## src/rtl/tx_sched_pkg.sv

```systemverilog
package tx_sched_pkg;
  typedef enum logic {
    CTRL_IDLE = 1'b0,
    CTRL_XMIT = 1'b1
  } ctrl_state_e;
endpackage

```

## src/rtl/tx_slot.sv

```systemverilog
module tx_slot #(
  parameter int PRIO_W    = 8,
  parameter int PAYLOAD_W = 64
) (
  input  logic                 clk,
  input  logic                 rst_n,
  input  logic                 wr_en,
  input  logic [PRIO_W-1:0]    wr_prio,
  input  logic [PAYLOAD_W-1:0] wr_payload,
  input  logic                 rel_req,
  input  logic                 abt_req,
  input  logic                 active,
  input  logic                 done_hit,
  output logic                 empty_o,
  output logic                 ack_o,
  output logic                 elig_o,
  output logic [PRIO_W-1:0]    prio_o,
  output logic [PAYLOAD_W-1:0] payload_o
);
  logic empty_q, empty_n;
  logic ack_q, ack_n;
  logic rq_q, rq_n;
  logic data_en;
  logic [PRIO_W-1:0]    prio_q;
  logic [PAYLOAD_W-1:0] payload_q;

  assign data_en = wr_en & empty_q;

  always_comb begin
    empty_n = empty_q;
    ack_n   = ack_q;
    rq_n    = rq_q;
    if (rel_req && empty_q) begin
      empty_n = 1'b0;
      ack_n   = 1'b0;
    end
    if (abt_req && !empty_q) rq_n = 1'b1;
    if (done_hit) begin
      empty_n = 1'b1;
      ack_n   = 1'b0;
      rq_n    = 1'b0;
    end else if (rq_q && !empty_q && !active) begin
      empty_n = 1'b1;
      ack_n   = 1'b1;
      rq_n    = 1'b0;
    end
  end

  always_ff @(posedge clk or negedge rst_n) begin
    if (!rst_n) begin
      empty_q <= 1'b1;
      ack_q   <= 1'b0;
      rq_q    <= 1'b0;
    end else begin
      empty_q <= empty_n;
      ack_q   <= ack_n;
      rq_q    <= rq_n;
    end
  end

  always_ff @(posedge clk) begin
    if (data_en) begin
      prio_q    <= wr_prio;
      payload_q <= wr_payload;
    end
  end

  assign empty_o   = empty_q;
  assign ack_o     = ack_q;
  assign elig_o    = ~empty_q & ~rq_q;
  assign prio_o    = prio_q;
  assign payload_o = payload_q;

  AST_ACK_ONLY_WHEN_EMPTY: assert property (@(posedge clk) disable iff (!rst_n)
    ack_q |-> empty_q);
  AST_ACTIVE_NOT_EMPTY: assert property (@(posedge clk) disable iff (!rst_n)
    active |-> !empty_q);
  AST_DONE_FREES: assert property (@(posedge clk) disable iff (!rst_n)
    done_hit |=> (empty_q && !ack_q));
  AST_NO_ACK_ON_AIR: assert property (@(posedge clk) disable iff (!rst_n)
    active |=> !ack_q);
endmodule

```

## src/rtl/tx_prio_select.sv

```systemverilog
module tx_prio_select #(
  parameter int NUM_BUF = 3,
  parameter int PRIO_W  = 8,
  parameter int IDX_W   = 2
) (
  input  logic [NUM_BUF-1:0]        elig,
  input  logic [NUM_BUF*PRIO_W-1:0] prio_flat,
  output logic                      sel_valid,
  output logic [IDX_W-1:0]          sel_idx
);
  logic [PRIO_W-1:0] best;

  // Strict less-than keeps the earlier (lower) index on equal priorities.
  always_comb begin
    sel_valid = 1'b0;
    sel_idx   = '0;
    best      = '1;
    for (int i = 0; i < NUM_BUF; i++) begin
      if (elig[i] && (!sel_valid || (prio_flat[i*PRIO_W +: PRIO_W] < best))) begin
        sel_valid = 1'b1;
        sel_idx   = IDX_W'(i);
        best      = prio_flat[i*PRIO_W +: PRIO_W];
      end
    end
  end
endmodule

```

## src/rtl/tx_sched_ctrl.sv

```systemverilog
module tx_sched_ctrl
  import tx_sched_pkg::*;
#(
  parameter int IDX_W = 2
) (
  input  logic             clk,
  input  logic             rst_n,
  input  logic             bus_idle,
  input  logic             tx_done,
  input  logic             tx_err,
  input  logic             sel_valid,
  input  logic [IDX_W-1:0] sel_idx,
  output logic             busy_o,
  output logic [IDX_W-1:0] act_o,
  output logic             start_o
);
  ctrl_state_e      state_q, state_n;
  logic [IDX_W-1:0] act_q, act_n;
  logic             start_q, start_n;
  logic             act_en;

  always_comb begin
    state_n = state_q;
    act_n   = act_q;
    act_en  = 1'b0;
    start_n = 1'b0;
    unique case (state_q)
      CTRL_IDLE: begin
        if (bus_idle && sel_valid) begin
          state_n = CTRL_XMIT;
          act_n   = sel_idx;
          act_en  = 1'b1;
          start_n = 1'b1;
        end
      end
      CTRL_XMIT: begin
        if (tx_done || tx_err) state_n = CTRL_IDLE;
      end
      default: state_n = CTRL_IDLE;
    endcase
  end

  always_ff @(posedge clk or negedge rst_n) begin
    if (!rst_n) begin
      state_q <= CTRL_IDLE;
      act_q   <= '0;
      start_q <= 1'b0;
    end else begin
      state_q <= state_n;
      start_q <= start_n;
      if (act_en) act_q <= act_n;
    end
  end

  assign busy_o  = (state_q == CTRL_XMIT);
  assign act_o   = act_q;
  assign start_o = start_q;

  AST_START_PULSE: assert property (@(posedge clk) disable iff (!rst_n)
    start_q |=> !start_q);
  AST_START_NEEDS_BUS: assert property (@(posedge clk) disable iff (!rst_n)
    start_q |-> $past(bus_idle));
  AST_START_IN_XMIT: assert property (@(posedge clk) disable iff (!rst_n)
    start_q |-> (state_q == CTRL_XMIT));
  AST_END_NO_START: assert property (@(posedge clk) disable iff (!rst_n)
    ((state_q == CTRL_XMIT) && (tx_done || tx_err)) |=> (!start_q && state_q == CTRL_IDLE));
endmodule

```

## src/rtl/tx_buf_sched.sv

```systemverilog
module tx_buf_sched #(
  parameter int NUM_BUF   = 3,
  parameter int PRIO_W    = 8,
  parameter int PAYLOAD_W = 64,
  localparam int IDX_W    = (NUM_BUF > 1) ? $clog2(NUM_BUF) : 1
) (
  input  logic                 clk,
  input  logic                 rst_n,
  input  logic                 ld_valid_i,
  input  logic [IDX_W-1:0]     ld_idx_i,
  input  logic [PRIO_W-1:0]    ld_prio_i,
  input  logic [PAYLOAD_W-1:0] ld_payload_i,
  input  logic [NUM_BUF-1:0]   release_i,
  input  logic [NUM_BUF-1:0]   abort_i,
  input  logic [NUM_BUF-1:0]   irq_en_i,
  input  logic                 bus_idle_i,
  input  logic                 tx_done_i,
  input  logic                 tx_err_i,
  output logic                 tx_start_o,
  output logic [IDX_W-1:0]     tx_idx_o,
  output logic [PAYLOAD_W-1:0] tx_payload_o,
  output logic [NUM_BUF-1:0]   empty_o,
  output logic [NUM_BUF-1:0]   abort_ack_o,
  output logic [NUM_BUF-1:0]   irq_o
);
  logic [1:0]                rst_sync_q;
  logic                      rst_core_n;
  logic [NUM_BUF-1:0]        elig;
  logic [NUM_BUF*PRIO_W-1:0] prio_flat;
  logic [PAYLOAD_W-1:0]      pl_arr [NUM_BUF];
  logic                      sel_valid;
  logic [IDX_W-1:0]          sel_idx;
  logic                      busy;
  logic [IDX_W-1:0]          act_idx;

  always_ff @(posedge clk or negedge rst_n) begin
    if (!rst_n) rst_sync_q <= 2'b00;
    else        rst_sync_q <= {rst_sync_q[0], 1'b1};
  end
  assign rst_core_n = rst_sync_q[1];

  for (genvar g = 0; g < NUM_BUF; g++) begin : g_slot
    logic [PRIO_W-1:0] prio_w;
    logic              hit;
    assign hit = busy && (act_idx == IDX_W'(g));

    tx_slot #(
      .PRIO_W    (PRIO_W),
      .PAYLOAD_W (PAYLOAD_W)
    ) u_slot (
      .clk        (clk),
      .rst_n      (rst_core_n),
      .wr_en      (ld_valid_i && (ld_idx_i == IDX_W'(g))),
      .wr_prio    (ld_prio_i),
      .wr_payload (ld_payload_i),
      .rel_req    (release_i[g]),
      .abt_req    (abort_i[g]),
      .active     (hit),
      .done_hit   (hit && tx_done_i),
      .empty_o    (empty_o[g]),
      .ack_o      (abort_ack_o[g]),
      .elig_o     (elig[g]),
      .prio_o     (prio_w),
      .payload_o  (pl_arr[g])
    );
    assign prio_flat[g*PRIO_W +: PRIO_W] = prio_w;
  end

  tx_prio_select #(
    .NUM_BUF (NUM_BUF),
    .PRIO_W  (PRIO_W),
    .IDX_W   (IDX_W)
  ) u_select (
    .elig      (elig),
    .prio_flat (prio_flat),
    .sel_valid (sel_valid),
    .sel_idx   (sel_idx)
  );

  tx_sched_ctrl #(
    .IDX_W (IDX_W)
  ) u_ctrl (
    .clk       (clk),
    .rst_n     (rst_core_n),
    .bus_idle  (bus_idle_i),
    .tx_done   (tx_done_i),
    .tx_err    (tx_err_i),
    .sel_valid (sel_valid),
    .sel_idx   (sel_idx),
    .busy_o    (busy),
    .act_o     (act_idx),
    .start_o   (tx_start_o)
  );

  assign tx_idx_o     = act_idx;
  assign tx_payload_o = pl_arr[act_idx];
  assign irq_o        = empty_o & irq_en_i;

  AST_START_FROM_PENDING: assert property (@(posedge clk) disable iff (!rst_core_n)
    tx_start_o |-> !empty_o[act_idx]);
endmodule

```

## config.mk

```make
export PLATFORM = sky130hd
export DESIGN_NAME = tx_buf_sched
export DESIGN_NICKNAME = d
export VERILOG_FILES = /design/src/rtl/tx_sched_pkg.sv /design/src/rtl/tx_slot.sv /design/src/rtl/tx_prio_select.sv /design/src/rtl/tx_sched_ctrl.sv /design/src/rtl/tx_buf_sched.sv
export SDC_FILE = /design/constraint.sdc
export NUM_CORES = 1
export LEC_CHECK = 0
export ABC_AREA = 1
export BUFFER_PORTS_ARGS = -buffer_cell sky130_fd_sc_hd__buf_2
export CORE_MARGIN = 2
export CORE_UTILIZATION = 45
export CTS_CLUSTER_DIAMETER = 80
export DETAILED_ROUTE_END_ITERATION = 6
export PLACE_DENSITY_LB_ADDON = 0.1
export RECOVER_POWER = 50
export SLEW_MARGIN = 10
export SYNTH_ARGS = -nofsm -noshare
export SYNTH_HDL_FRONTEND = slang
export SYNTH_SLANG_ARGS = --single-unit
```

## constraint.sdc

```tcl
create_clock -name clk -period 2.55 [get_ports clk]
set_input_delay 0.255 -clock clk [delete_from_list [all_inputs] [get_ports clk]]
set_output_delay 0.255 -clock clk [all_outputs]
set_load 0.05 [all_outputs]
```

==> summary.txt <==
Layout
  • Finished Layout Cells: 1207
  • Layout cells sized above 1: 18.2%
  • P&R area growth vs syn: 32.4%
  • FILL cells: 1566
  • Nets: 1028
  • Antenna Cells: 0
  • Fin area: 11700 um^2

STA
  • Setup ws final: -0.333 ns
  • Unrepaired setup endpoints after global routing: true
  • Min cycle time layout: 2.88 ns
  • Final worst-path cycle share: 113%
  • Max-slew headroom: 20.0%
  • Slew @ Worst Pin: 1.20 ns
  • Final Hold Vio Count: 0
  • Worst clock skew: 0.0209 ns
  • Max Fclk: around 350 MHz
  • Final setup fails: 20
  • Fin Hold WS: 0.0459 ns
  • Max-slew violations: 0

Routing
  • Drt first pass iters: 5
  • Drt via density: 4.86
  • Drt initial violations: 293
  • Final WL: 19500 um
  • WL per Instance: 16.1 um
  • Vias: 5871
  • Final ANT Viol Nets: 0
  • DRC Markers: 0

Synthesis
  • Main area contributors after synthesis: edfxtp_1 (74%), nand2_1 (10%), nand3_1 (4.2%)
  • Synth Area in Simple Gates: 15.9%
  • Most common library cells after synthesis: nand2_1 (237), edfxtp_1 (216), nand3_1 (74)
  • Post-synth top area share: between 70% and 80%
  • Main combinational cell family by area after synthesis: simple AND/OR/NAND/NOR gates
  • Compound-Gate Fraction of Synth Area: 1.69%
  • Warnings, synthesis: 0
  • Unique masters post-synth: 29
  • Post-synth EDFFs: around 220
  • #FFs+latches synth: 231
  • Most instantiated library cell after synthesis: nand2_1
  • Mapped Avg Cell Area: 13.3 um^2
  • Area leader, netlist: edfxtp_1
  • Post-synthesis mux area share: 0%
  • Main synth FF type: edfxtp_1
  • Sequential area share after synthesis: 77.9%
  • Post-synth ARST share: 6.49%
  • Synthesized Nets: 765
  • XOR/XNOR share of the synthesized area: 0%
  • Post-Syn Instances: between 600 and 700
  • Synthesized cell area: roughly 8800 um^2
  • Adder-cell share of the synthesized area: under 10%

Worst setup path
  • Startpoint Class: flop
  • Worst reg-to-reg setup slack: -0.33 ns
  • Max FO, Critical Path: 7
  • Worst path cell trace: nor2_4 -> inv_6 -> nor2_4 -> ha_4 -> inv_2 -> o31a_1 -> nand2_1 -> nand2_2 -> nand2_4 -> nand2_1 -> o21ai_1 -> ha_1 -> a21oi_2 -> nor2_1 -> a211oi_1 -> nand2_1 -> nand2_1 -> nand2_1 -> nand2_1 -> nand2_1
  • Cell family with most CP delay: simple AND/OR/NAND/NOR gates
  • Slowest CP cell: dfstp_2
  • Kind of end point of the critical path: flop
  • Critical Path RT: 2.94 ns
  • WS Path Type: flop to flop
  • Worst Path Buf+Inv: 2
  • First element of the critical path: g_slot[0].u_slot.empty_o$_DFFE_PN1P_
  • Crit path largest cell delay: around 0.55 ns
  • CP most frequent cell: nand2_1
  • Worst reg2reg path startpoint: g_slot[0].u_slot.empty_o$_DFFE_PN1P_
  • CP arrival: 3.28 ns

Placement
  • DP Area: 10100 um^2
  • Routability cong.: around 0.8
  • DPL Wire Length: 11100 um
  • Buffers added on ports: 164
  • Post-Place Cells: 1080
  • Pre-CTS WS: -0.391 ns

CTS
  • Maximum clock path buffer count: 3
  • Htree depth: 1
  • Clk_lat worst skew: 0.52 ns
  • Total CTS buffers: 24
  • Root buffer cell: clkbuf_16
  • Clock sinks: 231
  • CTS tree: done
  • Clk pin slew, worst setup/hold paths: 0.06 ns

Power
  • LEAKAGE: 4.43 nW
  • Flop pwr share: a little over a third
  • Tot Pwr: 13.0 mW
  • Comb power frac: 39.2%
  • Sw frac: about two fifths
  • VDD IR max: 813 uV
  • Cell internal pwr: a little under 8 mW
  • Clock Power Share: ~25%
  • PD cells: 1110 nW/um^2
  • NetSw: ~5.3 mW

Job
  • Max cap viols: 0

GRT
  • Initial antenna violation count: 0
  • Grt total ovfl: 0
  • First-pass GRT wire length: 30200 um
  • Largest net degree at the start of global routing: 73
  • GRT Resource Usage Total: a little under a fifth
  • Vias in the first global route: 6000

Floorplan
  • Row Count: 51
  • Initial Utilization: 45.6%
  • Die height: ~140 um
  • Die Wd: roughly 140 um
  • CORE AREA: 19300 um^2
  • IO Pins: 165
  • Die area: about 21000 um^2

Outcome
  • Violated checks: setup timing
  • Status: finished with violations

Min path
  • Hold Startpoint: abort_i[1]
  • HP Class: input port to flop
-- layout by cell type (no fill, tap or decap), types with 2 or more instances in the layout --
| master | synthesis | layout |
|---|---|---|
| inv_1 | 21 | 16 |
| a21oi_1 | 8 | 5 |
| bufinv_16 | 0 | 2 |
| nand2_2 | 3 | 4 |
| a22oi_1 | 2 | 2 |
| clkinv_2 | 0 | 6 |
| nor2_1 | 19 | 12 |
| nor4_4 | 0 | 2 |
| edfxtp_1 | 216 | 216 |
| nor2_2 | 0 | 2 |
| nand2_1 | 237 | 237 |
| nand3_1 | 74 | 74 |
| o211ai_1 | 4 | 4 |
| clkbuf_16 | 0 | 24 |
| buf_4 | 6 | 10 |
| inv_2 | 2 | 5 |
| clkinv_1 | 1 | 7 |
| a21oi_2 | 0 | 3 |
| dlygate4sd3_1 | 0 | 79 |
| inv_6 | 0 | 2 |
| ha_4 | 0 | 4 |
| buf_2 | 1 | 85 |
| dfstp_2 | 3 | 3 |
| nor2_4 | 1 | 6 |
| clkbuf_1 | 19 | 85 |
| o21ai_1 | 7 | 7 |
| buf_12 | 0 | 7 |
| ha_1 | 14 | 10 |
| dfrtp_1 | 12 | 12 |
-- per-layer routing --
layer / vias up / GRT usage [%] / share of wire [%]
li1: 2844 / - / -
met1: 2821 / 23.9 / 42
met2: 176 / 32.7 / 49
met3: 30 / 4.03 / 6.2
met4: 0 / 5.57 / 2.1
met5: - / 0 / 0
-- metrics by stage --
step,setup TNS [ns],util [%]
4_1_cts,-0.525,60.9
5_1_grt,-10.33,60.4
2_1_floorplan,-128.22,-
3_5_place_dp,-0.735,52.3
3_3_place_gp,-0.483,52.3
6_report,-5.03,60.4
-- worst paths after layout --
check / cells after the start / end
setup / recovery: 20 / u_ctrl.act_o[0]$_DFFE_PN0P_
hold / removal: 3 / g_slot[1].u_slot.rq_q$_DFFE_PN0P_
setup reg to reg: 20 / u_ctrl.act_o[0]$_DFFE_PN0P_
hold reg to reg: 0 / u_ctrl.busy_o$_DFF_PN0_
max in group asynchronous: 0 / g_slot[2].u_slot.empty_o$_DFFE_PN1P_
min in group asynchronous: 2 / rst_sync_q[0]$_DFF_PN0_
-- timing repair --
action,4_1_cts,5_1_grt
setup endpoints to repair,4,8
buffers inserted,2,2
pin swaps,5,1
gates resized for setup,22,2
endpoints found under the hold margin,225,0
gates cloned,1,0
hold buffers,79,0
-- sequential cells by signal, indices dropped and copies added, names as in the netlist --
name and cells:
g_slot.u_slot.rq_q 3, rst_sync_q 2, g_slot.u_slot.prio_o 24, u_ctrl.busy_o 1, g_slot.u_slot.empty_o 3, u_ctrl.start_o 1
g_slot.u_slot.payload_o 192, g_slot.u_slot.ack_o 3, u_ctrl.act_o 2
-- power by group through the flow --
stage	Sequential [mW]	Combinational (mW)	Clock (mW)
5_1_grt	4.66	5.48	3.51
6_report	4.64	5.10	3.27
3_3_place_gp	4.70	4.87	0
3_5_place_dp	4.71	4.93	0
4_1_cts	4.64	5.18	3.37
2_1_floorplan	4.75	3.52	0
-- worst reg2reg max path: stages (launching register included) --
cell      delay [ns]
dfstp_2         0.55
nor2_4          0.05
inv_6           0.12
nor2_4          0.06
ha_4            0.27
inv_2           0.04
o31a_1          0.28
nand2_1         0.09
nand2_2         0.09
nand2_4         0.10
nand2_1         0.06
o21ai_1         0.07
ha_1            0.26
a21oi_2         0.16
nor2_1          0.05
a211oi_1        0.20
nand2_1         0.10
nand2_1         0.08
nand2_1         0.05
nand2_1         0.06
nand2_1         0.04
-- final cells by class --
cell class              instances  area (um^2)  area share [%]
inverters                      24          100           0.858
clock buffers                  28          616            5.28
clock inverters                15          129            1.10
flip-flops and latches        231         6870            58.8
multi-input cells             380         1870            16.1
well taps                     265          332            2.84
repair buffers                264         1750            15.0
-- cells by family (layout without fill, tap and decap cells) --
kind of cell,after synthesis,in the layout
other cells,1,1
fa+ha+maj,14,14
buf+inv,52,331
compound gates,25,25
simple gates,339,340
flops,231,231
Note: power is estimated with default switching activity, not from simulation.
